--- src/rtl/flash_sr_pkg.sv ---
package flash_sr_pkg;

   localparam int SR_W   = 8;
   localparam int SR_CNT = 3;

   localparam logic [7:0] OP_WRSR  = 8'h01;
   localparam logic [7:0] OP_WRDI  = 8'h04;
   localparam logic [7:0] OP_RD1   = 8'h05;
   localparam logic [7:0] OP_WREN  = 8'h06;
   localparam logic [7:0] OP_RD3   = 8'h33;
   localparam logic [7:0] OP_RD2   = 8'h35;
   localparam logic [7:0] OP_VWREN = 8'h50;

   typedef struct packed {
      logic rd1;
      logic rd2;
      logic rd3;
      logic wren;
      logic wrdi;
      logic vwren;
      logic wrsr;
   } sr_evt_t;

   // writable bits of each register
   function automatic logic [SR_W-1:0] sr_wmask(input int idx);
      case (idx)
         0:       return 8'hFC;
         default: return 8'h7F;
      endcase
   endfunction

   // bits that can only be set by a write (lock bits)
   function automatic logic [SR_W-1:0] sr_sticky(input int idx);
      return (idx == 1) ? 8'h3C : 8'h00;
   endfunction

endpackage

--- src/rtl/sr_cmd_decode.sv ---
module sr_cmd_decode
   import flash_sr_pkg::*;
(
   input  logic       op_valid,
   input  logic [7:0] op_code,
   output sr_evt_t    evt
);

   always_comb begin
      evt       = '0;
      if (op_valid) begin
         evt.rd1   = (op_code == OP_RD1);
         evt.rd2   = (op_code == OP_RD2);
         evt.rd3   = (op_code == OP_RD3);
         evt.wren  = (op_code == OP_WREN);
         evt.wrdi  = (op_code == OP_WRDI);
         evt.vwren = (op_code == OP_VWREN);
         evt.wrsr  = (op_code == OP_WRSR);
      end
   end

endmodule

--- src/rtl/sr_write_seq.sv ---
module sr_write_seq #(
   parameter int NREG = 3
) (
   input  logic            clk,
   input  logic            rst_n,
   input  logic            start,
   input  logic            permit,
   input  logic            dat_valid,
   input  logic            frame_end,
   output logic [NREG-1:0] reg_we,
   output logic            wr_done
);

   localparam int IW = $clog2(NREG + 1);

   logic          active_q;
   logic          ok_q;
   logic [IW-1:0] idx_q;

   always_ff @(posedge clk) begin
      if (!rst_n) begin
         active_q <= 1'b0;
         ok_q     <= 1'b0;
         idx_q    <= '0;
      end else if (start) begin
         active_q <= 1'b1;
         ok_q     <= permit;
         idx_q    <= '0;
      end else if (frame_end) begin
         active_q <= 1'b0;
         ok_q     <= 1'b0;
      end else if (dat_valid && active_q && (idx_q < IW'(NREG))) begin
         idx_q    <= idx_q + 1'b1;
      end
   end

   for (genvar i = 0; i < NREG; i++) begin : g_we
      assign reg_we[i] = dat_valid && active_q && ok_q && (idx_q == IW'(i));
   end

   assign wr_done = frame_end && active_q && ok_q;

   // one register per data byte at most
   assert_one_target_R4: assert property (@(posedge clk) disable iff (!rst_n)
      $onehot0(reg_we));

   // each register accepts at most once per frame, in order
   assert_order_R4: assert property (@(posedge clk) disable iff (!rst_n)
      (reg_we != '0) |=> !(reg_we & $past(reg_we)));

endmodule

--- src/rtl/sr_reg.sv ---
module sr_reg #(
   parameter int         W      = 8,
   parameter logic [W-1:0] WMASK  = '1,
   parameter logic [W-1:0] STICKY = '0
) (
   input  logic         clk,
   input  logic         rst_n,
   input  logic         we,
   input  logic [W-1:0] din,
   output logic [W-1:0] q
);

   if (STICKY == '0) begin : g_plain
      always_ff @(posedge clk) begin
         if (!rst_n)  q <= '0;
         else if (we) q <= (q & ~WMASK) | (din & WMASK);
      end
   end else begin : g_sticky
      always_ff @(posedge clk) begin
         if (!rst_n)  q <= '0;
         else if (we) q <= (q & ~WMASK) | (din & WMASK) | (q & STICKY);
      end

      // once a lock bit is 1 it stays 1
      assert_lock_hold_R7: assert property (@(posedge clk) disable iff (!rst_n)
         ((q & STICKY) != '0) |=> ((q & $past(q & STICKY)) == $past(q & STICKY)));
   end

   // without a write strobe the register holds
   assert_hold_R5: assert property (@(posedge clk) disable iff (!rst_n)
      !we |=> $stable(q));

endmodule

--- src/rtl/flash_status_regfile.sv ---
module flash_status_regfile
   import flash_sr_pkg::*;
(
   input  logic       clk,
   input  logic       rst_n,
   input  logic       op_valid,
   input  logic [7:0] op_code,
   input  logic       dat_valid,
   input  logic [7:0] dat_byte,
   input  logic       frame_end,
   input  logic       busy_set,
   input  logic       busy_clr,
   output logic [7:0] sr1_o,
   output logic [7:0] sr2_o,
   output logic [7:0] sr3_o,
   output logic [7:0] rd_byte
);

   sr_evt_t                    evt;
   logic                       wel_q, vol_q, busy_q;
   logic [1:0]                 sel_q;
   logic [SR_CNT-1:0]          reg_we;
   logic                       wr_done;
   logic [SR_CNT-1:0][SR_W-1:0] store;

   sr_cmd_decode u_dec (
      .op_valid (op_valid),
      .op_code  (op_code),
      .evt      (evt)
   );

   sr_write_seq #(.NREG(SR_CNT)) u_seq (
      .clk       (clk),
      .rst_n     (rst_n),
      .start     (evt.wrsr),
      .permit    ((wel_q || vol_q) && !busy_q),
      .dat_valid (dat_valid),
      .frame_end (frame_end),
      .reg_we    (reg_we),
      .wr_done   (wr_done)
   );

   for (genvar i = 0; i < SR_CNT; i++) begin : g_reg
      sr_reg #(
         .W      (SR_W),
         .WMASK  (sr_wmask(i)),
         .STICKY (sr_sticky(i))
      ) u_reg (
         .clk   (clk),
         .rst_n (rst_n),
         .we    (reg_we[i]),
         .din   (dat_byte),
         .q     (store[i])
      );
   end

   always_ff @(posedge clk) begin
      if (!rst_n) begin
         wel_q  <= 1'b0;
         vol_q  <= 1'b0;
         busy_q <= 1'b0;
         sel_q  <= 2'd0;
      end else begin
         if (wr_done)   wel_q <= 1'b0;
         if (evt.wren)  wel_q <= 1'b1;
         if (evt.wrdi)  wel_q <= 1'b0;

         if (evt.vwren)                vol_q <= 1'b1;
         if (evt.wrsr || evt.wrdi)     vol_q <= 1'b0;

         if (busy_set)      busy_q <= 1'b1;
         else if (busy_clr) busy_q <= 1'b0;

         if (evt.rd1) sel_q <= 2'd0;
         if (evt.rd2) sel_q <= 2'd1;
         if (evt.rd3) sel_q <= 2'd2;
      end
   end

   assign sr1_o = (store[0] & sr_wmask(0)) | {6'b0, wel_q, busy_q};
   assign sr2_o = store[1];
   assign sr3_o = store[2];

   always_comb begin
      case (sel_q)
         2'd1:    rd_byte = sr2_o;
         2'd2:    rd_byte = sr3_o;
         default: rd_byte = sr1_o;
      endcase
   end

   assert_wren_R2: assert property (@(posedge clk) disable iff (!rst_n)
      (op_valid && op_code == OP_WREN) |=> sr1_o[1]);

   assert_wrdi_R2: assert property (@(posedge clk) disable iff (!rst_n)
      (op_valid && op_code == OP_WRDI) |=> !sr1_o[1]);

   assert_busy_set_R3: assert property (@(posedge clk) disable iff (!rst_n)
      busy_set |=> sr1_o[0]);

   assert_busy_clr_R3: assert property (@(posedge clk) disable iff (!rst_n)
      (busy_clr && !busy_set) |=> !sr1_o[0]);

   assert_read_sel_R1: assert property (@(posedge clk) disable iff (!rst_n)
      (op_valid && op_code == OP_RD2) |=> (rd_byte == sr2_o));

   assert_reserved_R6: assert property (@(posedge clk) disable iff (!rst_n)
      reg_we[2] |=> (sr3_o[7] == 1'b0));

endmodule

--- config.mk ---
export PLATFORM = sky130hd
export DESIGN_NAME = flash_status_regfile
export DESIGN_NICKNAME = d
export VERILOG_FILES = /design/src/rtl/flash_sr_pkg.sv /design/src/rtl/sr_cmd_decode.sv /design/src/rtl/sr_write_seq.sv /design/src/rtl/sr_reg.sv /design/src/rtl/flash_status_regfile.sv
export SDC_FILE = /design/constraint.sdc
export NUM_CORES = 1
export LEC_CHECK = 0
export ABC_AREA = 1
export BUFFER_PORTS_ARGS = -buffer_cell sky130_fd_sc_hd__buf_4
export CAP_MARGIN = 20
export CORE_MARGIN = 1
export CORE_UTILIZATION = 25
export DETAILED_ROUTE_END_ITERATION = 16
export PLACE_DENSITY = 0.47
export SLEW_MARGIN = 20
export SYNTH_ARGS = -nofsm -noshare
export SYNTH_HDL_FRONTEND = slang
export SYNTH_SLANG_ARGS = --single-unit
--- constraint.sdc ---
create_clock -name clk -period 4.4 [get_ports clk]
set_clock_uncertainty 0.2 [all_clocks]
set_input_delay 1.32 -clock clk [delete_from_list [all_inputs] [get_ports clk]]
set_output_delay 1.32 -clock clk [all_outputs]
set_load 0.005 [all_outputs]
# Yosys cells after proc, flatten, opt, wreduce, memory -nomap -nowiden
# Cells that the tools add are included.
# classes
addsub,1
n_lt_le_gt_ge,1
n_eq_ne,11
mux,12
bitwise,7
reduce_logical,23
# ops
cell,n
equality test 8 x 3 -> 1 bit (second input constant),3
equality test 8 x 6 -> 1 bit (second input constant),2
bitwise OR 8 x 7 -> 8 bit,2
one-hot mux 8 bit (2 select lines),1
logical AND 1 bit,9
equality test 8 x 1 -> 1 bit (second input constant),1
equality test 8 x 7 -> 1 bit (second input constant),1
bitwise OR 2 x 8 -> 8 bit,1
bitwise OR 8 x 2 -> 8 bit,1
bitwise OR 8 x 6 -> 8 bit,1
nonzero test 2 bit,4
OR reduction 2 bit,4
two-way mux 1 bit,7
two-way mux 7 bit,1
two-way mux 2 bit,3
equality test 2 x 1 -> 1 bit (second input constant),2
equality test 2 bit (second input constant),2
nonzero test 3 bit,1
adder 2 x 1 -> 2 bit (second input constant),1
logical NOT 2 bit,1
logical OR 1 bit,2
less-than comparator 2 bit (second input constant),1
NOT 1 bit,2
AND reduction 2 bit,1
logical NOT 1 bit,1
# totals
register_bits,33
inputBits,23
output_inout_bits,32
wordCells,66

# Longest topological paths before layout
# Gate-level depths: netlist of run 1.
# depth
depth_word,5
depth_mapped,6
ltp_nobuf,6

# Modules after synthesis
# A second synthesis of run 1 with hierarchy kept.
# hier_totals
cells_unflattened,283
hier_area_um2,1716.6
# modules_own_cells
module,instances,cells_each,area_per_inst_um2,seq_area_each_um2
flash_status_regfile,1,84,452.9,100.1
sr_reg at g_reg[2].u_reg,1,45,294.0,140.1
sr_write_seq,1,44,277.8,80.1
sr_reg at g_reg[0].u_reg,1,40,275.3,120.1
sr_reg at g_reg[1].u_reg,1,38,272.8,140.1
sr_cmd_decode,1,32,143.9,0.0

# Worst setup path after synthesis of run 1
# No wires, ideal clock.
# synth_timing
kind,register to output
from,reg sel_q[0]
to,out rd_byte[0]
t_arrival_ns,1.114
t_required_ns,2.880
slack_ns,1.766
stages_incl_launch_ff,7
n_path_buf,1
path_cell_list,dfxtp_1 -> inv_1 -> ha_1 -> buf_2 -> inv_1 -> nor2_1 -> a21oi_1
# synth_between
elab_chain_len,2
word_cells_on_any_way,3
classes_between,eq/ne (2); mux (1)
# synth_lines
item,line_no,text
"start, declared",flash_status_regfile.sv:21,logic [1:0] sel_q;
"start signal, assigned",flash_status_regfile.sv:62,sel_q <= 2'd0;
"start signal, assigned",flash_status_regfile.sv:74,if (evt.rd1) sel_q <= 2'd0;
"start signal, assigned",flash_status_regfile.sv:75,if (evt.rd2) sel_q <= 2'd1;
equality test 2 bit / equality test 2 x 1 -> 1 bit (equally long branches),flash_status_regfile.sv:85,case (sel_q)
one-hot mux 8 bit (2 select lines) *,flash_status_regfile.sv:85,
"end, declared",flash_status_regfile.sv:16,output logic [7:0] rd_byte
# Every way passes the cells marked *; elsewhere a longest branch is shown, timed or not.

# Final worst setup path of run 1
# Ends and elaborated chain as after synthesis.

==> results of run 1 <==
==> Yosys cell counts (all sizes together) <==
library cell and count:
ha 6, a21oi 23, dfxtp 29, a22oi 1, o21ai 17, nor3 2
or2 1, nand2 24, conb 1, nand4 4, buf 6, clkbuf 1
nor2 59, nand3 10, xor2 1, inv 21, clkinv 3
==> metrics by stage <==
stage | total power, mW | cell area (um2) | utilization [%]
final | 0.523 | 1980 | 35.7
after detailed placement | 0.311 | 1890 | 34.2
after CTS | 0.533 | 1980 | 35.7
after floorplan | 0.287 | 1460 | -
after global routing | 0.552 | 1980 | 35.7
after global placement | 0.311 | 1890 | 34.2
==> kinds of logic after synthesis <==
| family | after synthesis | synth area share (%) |
|---|---|---|
| simple gates | 100 | 30.0 |
| compound gates | 41 | 14.3 |
| buf+inv | 31 | 9.73 |
| flops | 29 | 40.0 |
| fa+ha+maj | 6 | 5.17 |
| xor+xnor | 1 | 0.603 |
| other cells | 1 | 0.258 |
==> cell usage in the layout, fill, tap and decap left out <==
cell / instances
sky130_fd_sc_hd__nand3_1: 9
sky130_fd_sc_hd__o21ai_1: 1
sky130_fd_sc_hd__or2_0: 1
sky130_fd_sc_hd__xor2_1: 1
sky130_fd_sc_hd__ha_1: 6
sky130_fd_sc_hd__nor3_1: 1
sky130_fd_sc_hd__clkbuf_1: 1
sky130_fd_sc_hd__clkinv_4: 1
sky130_fd_sc_hd__nand4_1: 4
sky130_fd_sc_hd__clkinv_2: 2
sky130_fd_sc_hd__a22oi_1: 1
sky130_fd_sc_hd__nand2_4: 3
sky130_fd_sc_hd__a21oi_1: 23
sky130_fd_sc_hd__nand3_2: 1
sky130_fd_sc_hd__buf_4: 52
sky130_fd_sc_hd__nor3_2: 1
sky130_fd_sc_hd__o21ai_0: 16
sky130_fd_sc_hd__inv_1: 20
sky130_fd_sc_hd__clkbuf_8: 6
sky130_fd_sc_hd__dfxtp_1: 29
sky130_fd_sc_hd__conb_1: 2
sky130_fd_sc_hd__inv_2: 1
sky130_fd_sc_hd__nand2_1: 21
sky130_fd_sc_hd__nor2_1: 59
==> worst reg2reg max path, stage by stage, from the launching register on <==
cell and delay [ps]:
sky130_fd_sc_hd__dfxtp_1 370, sky130_fd_sc_hd__inv_1 80, sky130_fd_sc_hd__ha_1 210, sky130_fd_sc_hd__nand2_4 100, sky130_fd_sc_hd__clkinv_2 130, sky130_fd_sc_hd__a21oi_1 150, sky130_fd_sc_hd__nor2_1 50
==> state kept, by name (all words and copies together), names as in the netlist <==
name and cells:
u_seq.active_q 1, u_seq.idx_q 2, vol_q 1, wel_q 1, g.u_reg.q 20, busy_q 1, sel_q 2, u_seq.ok_q 1
==> worst min path at each step <==
stage | to | cells after the start | from | slack [ps]
2_1_floorplan | sel_q[0] | 2 | sel_q[0] | 250
4_1_cts | sel_q[0] | 2 | sel_q[0] | 280
3_3_place_gp | sel_q[0] | 2 | sel_q[0] | 270
3_5_place_dp | sel_q[0] | 2 | sel_q[0] | 270
5_1_grt | sel_q[0] | 2 | sel_q[0] | 320
6_report | sel_q[0] | 2 | sel_q[0] | 280
==> per-layer routing <==
layer  routed length [um]  up-vias
met4                   32        0
met3                  156        4
li1                     -      770
met2                 1880       27
met5                    0        -
met1                 1990      666
==> final cells by class <==
class                      count  area [um2]
inverter                      24        97.6
multi-input combinational    150         734
fill                         637        3560
tap                           72        90.1
timing repair buffer          52         390
clock buffer                   7        86.3
sequential                    29         581
==> power groups by stage <==
stage	clock, mW	sequential, mW	combinational, mW
3_5_place_dp	0	0.270	0.0411
2_1_floorplan	0	0.270	0.0177
3_3_place_gp	0	0.270	0.0413
6_report	0.218	0.264	0.0410
5_1_grt	0.242	0.264	0.0457
4_1_cts	0.228	0.264	0.0412
==> qor.log, run 1 <==
[outcome] result of the run complete, no violations
[detailed_routing] first-pass iteration count of the detailed router 4
[synth] count of state elements after synthesis 29
[synth] Syn Inst Count 209
[global_routing] met3 Resource Use GR 4.07%
[pwr] power share of the sequential group 50.5%
[die] I/O pin cnt 55
[pwr] Static Leak 0.935 nW
[global_routing] global-route met2 utilization 22.3%
[placement] placed wire-length estimate 3.16 mm
[placement] number of buffer cells added on primary ports 52
[synth] synthesized cell area 1450 um2
[clock_tree] Post-CTS Hold Fix Bufs 0
[layout] nets@finish 291
[detailed_routing] Initial DRC Count 51
[placement] final weighted congestion of routability-driven global placement 0.759
[synth] mean post-synth cell area 6.95 um2
[layout] layout overhead on the synthesized area 36.3%
[worst_setup_path] kind of end point of the critical path output pin
[clock_tree] H-tree level count 2
[sta] Max Clock Freq 305 MHz
[layout] antenna cells 0
[worst_setup_path] list of cells traversed by the critical path inv_1 > ha_1 > inv_1 > nor2_1 > a21oi_1 > buf_4
[detailed_routing] total wire length 4.05 mm
[worst_setup_path] Reg2Reg Setup Slack 3000 ps
[pwr] Internal Power 0.407 mW
[clock_tree] number of gates resized after cts 0
[worst_setup_path] worst-case reg-to-reg path depth 6
[sta] crit share post-route 74.4%
[worst_setup_path] endpoint of the worst-slack reg-to-reg timing path g_reg[1].u_reg.q[5]
[pwr] switching share of power 22.3%
[sta] unrepaired setup endpoints after global routing false
[pwr] peak supply drop 0.118 mV
[worst_setup_path] Worst path slowest cell sky130_fd_sc_hd__ha_1
[flow_run] number of maximum-capacitance constraint violations 0
[placement] Worst Setup Slack post-DPL 1400 ps
[worst_setup_path] type of origin of the critical path register
[clock_tree] Num CTS Buffers 5
[pwr] net load switching power 0.117 mW
[placement] number of cells in the design after placement 327
[sta] fin crit period 3270 ps
[clock_tree] total clock sinks 29
[sta] summed negative setup slack over all endpoints 0 ps
[die] Initial Utilization 26.2%
[worst_setup_path] largest fanout on the critical path 9
[synth] number of distinct library cells after synthesis 24
[worst_setup_path] CP Class register to output pin
[synth] ranking of synthesized cells by area sky130_fd_sc_hd__dfxtp_1 (40%), sky130_fd_sc_hd__nor2_1 (15%), sky130_fd_sc_hd__a21oi_1 (7.9%)
[detailed_routing] post-route DRC violation count 0
[worst_hold_path] path category of the worst min-delay check register to register
[worst_setup_path] Crit path top cell by count sky130_fd_sc_hd__inv_1
[pwr] power share of the combinational group 7.8%
[clock_tree] clock latency reported for the late side of the worst-skew pair 270 ps
[clock_tree] CTS tree yes
[global_routing] largest net degree at the start of global routing 22
[sta] Hold WS 280 ps
[global_routing] most used routing layer in global routing met2
[layout] filler-free cell count of the finished design 334
[worst_setup_path] critical register-to-register path startpoint u_seq.idx_q[1]
[detailed_routing] antenna-violating nets left 0
[worst_setup_path] dominant delay contributor by cell family on the critical path buffers and inverters
[pwr] clock network power share 41.7%
[synth] number of warnings reported in the yosys synthesis log 0
[synth] area share of the leading cell type in the synthesized netlist 40.0%
[worst_setup_path] Worst EP required 2880 ps
[global_routing] initial antenna violation count 0
[die] Total Die Area 6120 um2
[global_routing] number of global-route vias before repair 1349
[clock_tree] Clk Tree Root Cell sky130_fd_sc_hd__clkbuf_8
[die] die width 78.2 um
[worst_setup_path] number of cells on the critical path 6
[clock_tree] Post-CTS Setup Repair Bufs 0
[pwr] power density cells 264 nW/um2
[detailed_routing] DR WL/cell 12.1 um
[global_routing] aggregate global-route resource usage 14.1%
[synth] sequential-to-total area share from yosys stat 40.0%
[worst_setup_path] worst path bufs/invs 3
[clock_tree] number of buffers on the longest clock path 2
[clock_tree] clock edge transition at the registers on the reported setup and hold paths 60 ps
[worst_setup_path] Worst Path Arrival 1750 ps
[synth] largest area contributor in the netlist sky130_fd_sc_hd__dfxtp_1
[global_routing] Congestion Overflow GR 0
[detailed_routing] per-cell via count in the routed design 4.39
[worst_setup_path] critical path startpoint sel_q[0]
[sta] Final Hold Fails 0
[sta] Worst Slack Setup Final 1130 ps
[worst_setup_path] Critical Path Max Stage Delay 410 ps
[sta] number of max-slew violations in the final report 0
[detailed_routing] total number of vias 1467
[worst_setup_path] capture point of the critical path rd_byte[0]
[layout] fraction of layout cells with a size suffix above 1 25.6%
[global_routing] met1 demand-to-capacity share in global routing 18.8%
[sta] number of endpoints failing setup at the final stage 0
[die] area of the placeable core 5540 um2
[global_routing] global-route wire length before repair 6.67 mm
[die] die height 78.2 um
[die] cell row count 27
Note: power is estimated with default switching activity, not from simulation.
==> inputs of run 2 (changes only) <==
--- a/config.mk
+++ b/config.mk
@@ -11,7 +11,7 @@
 export CORE_MARGIN = 1
 export CORE_UTILIZATION = 25
 export DETAILED_ROUTE_END_ITERATION = 16
-export PLACE_DENSITY = 0.47
+export PLACE_DENSITY = 0.49
 export SLEW_MARGIN = 20
 export SYNTH_ARGS = -nofsm -noshare
 export SYNTH_HDL_FRONTEND = slang
==> constraint.sdc (replaced) <==
create_clock -name clk -period 2.85 [get_ports clk]
set_clock_uncertainty 0.2 [all_clocks]
set_input_delay 0.855 -clock clk [delete_from_list [all_inputs] [get_ports clk]]
set_output_delay 0.855 -clock clk [all_outputs]
set_load 0.005 [all_outputs]
==> qor.log, run 2 (same netlist as run 1, synthesis figures left out) <==
[die] die width 78.2 um
[sta] fin crit period 2630 ps
[layout] antenna cells 0
[layout] filler cell count 632
[layout] nets@finish 292
[pwr] clock network power share 41.8%
[worst_hold_path] path category of the worst min-delay check register to register
[clock_tree] CTS tree yes
[global_routing] Congestion Overflow GR 0
[worst_setup_path] CP Class register to output pin
[clock_tree] Num CTS Buffers 5
[layout] sequential cell area 581 um2
[pwr] peak supply drop 0.180 mV
[clock_tree] clock latency reported for the late side of the worst-skew pair 270 ps
[detailed_routing] post-route DRC violation count 0
[detailed_routing] routed wire length on met2 1.87 mm
[die] Initial Utilization 26.2%
[clock_tree] H-tree level count 2
[detailed_routing] WL met3 193 um
[clock_tree] clock edge transition at the registers on the reported setup and hold paths 60 ps
[detailed_routing] met1 WL 1.90 mm
[clock_tree] Clk Tree Root Cell sky130_fd_sc_hd__clkbuf_8
[die] area of the placeable core 5540 um2
[layout] area of the multi-input gates 734 um2
[detailed_routing] Initial DRC Count 74
[global_routing] number of global-route vias before repair 1379
[worst_setup_path] type of origin of the critical path register
[worst_setup_path] Worst EP required 1800 ps
[outcome] result of the run complete, no violations
[layout] fraction of layout cells with a size suffix above 1 25.9%
[worst_setup_path] Crit path top cell by count sky130_fd_sc_hd__inv_1
[placement] Worst Setup Slack post-DPL 516 ps
[layout] Final Core Density 35.9%
[placement] final weighted congestion of routability-driven global placement 0.790
[layout] Top Registers g.u_reg.q: 20 flops, sel_q: 2 flops, u_seq.idx_q: 2 flops
[placement] number of cells in the design after placement 328
[layout] most common cell after layout, fill and taps aside sky130_fd_sc_hd__nor2_1
[clock_tree] number of buffers on the longest clock path 2
[global_routing] largest net degree at the start of global routing 22
[worst_setup_path] kind of end point of the critical path output pin
[global_routing] initial antenna violation count 0
[detailed_routing] antenna-violating nets left 0
[layout] filler-free cell count of the finished design 335
[clock_tree] Post-CTS Setup Repair Bufs 0
[die] cell row count 27
[layout] number of flip-flops under the largest register name 20
[pwr] power share of the combinational group 7.7%
[sta] Final Hold Fails 0
[layout] register name with the most flops g.u_reg.q
[pwr] power density cells 406 nW/um2
[pwr] Static Leak 0.939 nW
[worst_setup_path] Worst path slowest cell sky130_fd_sc_hd__dfxtp_1
[sta] Max Clock Freq 380 MHz
[sta] summed negative setup slack over all endpoints 0 ps
[detailed_routing] highest metal layer with signal wires met4
[detailed_routing] per-cell via count in the routed design 4.37
[global_routing] global-route wire length before repair 6.70 mm
[sta] number of endpoints failing setup at the final stage 0
[clock_tree] total clock sinks 29
[pwr] power share of the sequential group 50.5%
[die] die height 78.2 um
[global_routing] aggregate global-route resource usage 14.3%
[sta] number of max-slew violations in the final report 0
[sta] crit share post-route 92.2%
[detailed_routing] total wire length 4.02 mm
[worst_setup_path] largest fanout on the critical path 7
[pwr] switching share of power 22.3%
[pwr] net load switching power 0.180 mW
[detailed_routing] DR WL/cell 12.0 um
[sta] Hold WS 291 ps
[worst_setup_path] list of cells traversed by the critical path inv_1 > ha_1 > inv_1 > nor2_1 > a21oi_1 > buf_4
[detailed_routing] first-pass iteration count of the detailed router 4
[die] Total Die Area 6120 um2
[placement] number of buffer cells added on primary ports 52
[placement] placed wire-length estimate 3.04 mm
[clock_tree] number of gates resized after cts 0
[sta] Worst Slack Setup Final 221 ps
[layout] highest-count cells in the layout ignoring fill and taps sky130_fd_sc_hd__nor2_1 (59), sky130_fd_sc_hd__buf_4 (53), sky130_fd_sc_hd__dfxtp_1 (29)
[worst_setup_path] Worst Path Arrival 1570 ps
[clock_tree] Post-CTS Hold Fix Bufs 0
[die] I/O pin cnt 55
[flow_run] number of maximum-capacitance constraint violations 0
[sta] unrepaired setup endpoints after global routing false
[pwr] Internal Power 0.628 mW
[layout] layout overhead on the synthesized area 36.8%
[worst_setup_path] Critical Path Max Stage Delay 350 ps
[detailed_routing] total number of vias 1464
[run 2: cell types whose count changed in the layout (fill, tap and decap cells not counted), sizes merged]
cell,change
buf,+1
[run 2: critical path: cells and delay by family, from the launching register on]
family / cells / cell delay (ps)
adder cells (fa/ha/maj): 1 / 300
AO/OA/AOI/OAI: 1 / 170
AND/OR/NAND/NOR: 1 / 70
flip-flops: 1 / 350
buffers and inverters: 3 / 410
[run 2: power by group through the flow]
stage	clock network, mW	registers [mW]	logic (mW)
after floorplan	0	0.416	0.0273
after global placement	0	0.417	0.0630
after detailed placement	0	0.417	0.0626
after CTS	0.350	0.408	0.0629
after global routing	0.374	0.407	0.0707
final	0.337	0.408	0.0625
[run 2: layout make-up]
cell class              count  share of cell area (%)
multi-input cells         150                    37.0
flip-flops and latches     29                    29.2
repair buffers             53                    20.0
inverters                  24                    4.91
well taps                  72                    4.53
clock buffers               7                    4.35
[run 2: layer usage]
layer | GRT usage (%) | up-vias
li1 | - | 768
met3 | 3.14 | 7
met1 | 19.4 | 649
met5 | 0 | -
met2 | 21.8 | 40
met4 | 5.56 | 0
[run 2: path summary, 6_finish.rpt]
path                         end  slack, ps  cells past startpoint           start
max reg2reg  g_reg[0].u_reg.q[5]       1400                      6  u_seq.idx_q[0]
min                   u_seq.ok_q        290                      2      u_seq.ok_q
max                   rd_byte[0]        220                      6        sel_q[0]
min reg2reg           u_seq.ok_q        290                      2      u_seq.ok_q
[run 2: metrics by stage]
step / total power, mW / area, um2
finish: 0.808 / 1990
global route: 0.852 / 1990
CTS: 0.821 / 1990
detailed placement: 0.479 / 1900
global placement: 0.480 / 1900
floorplan: 0.444 / 1460
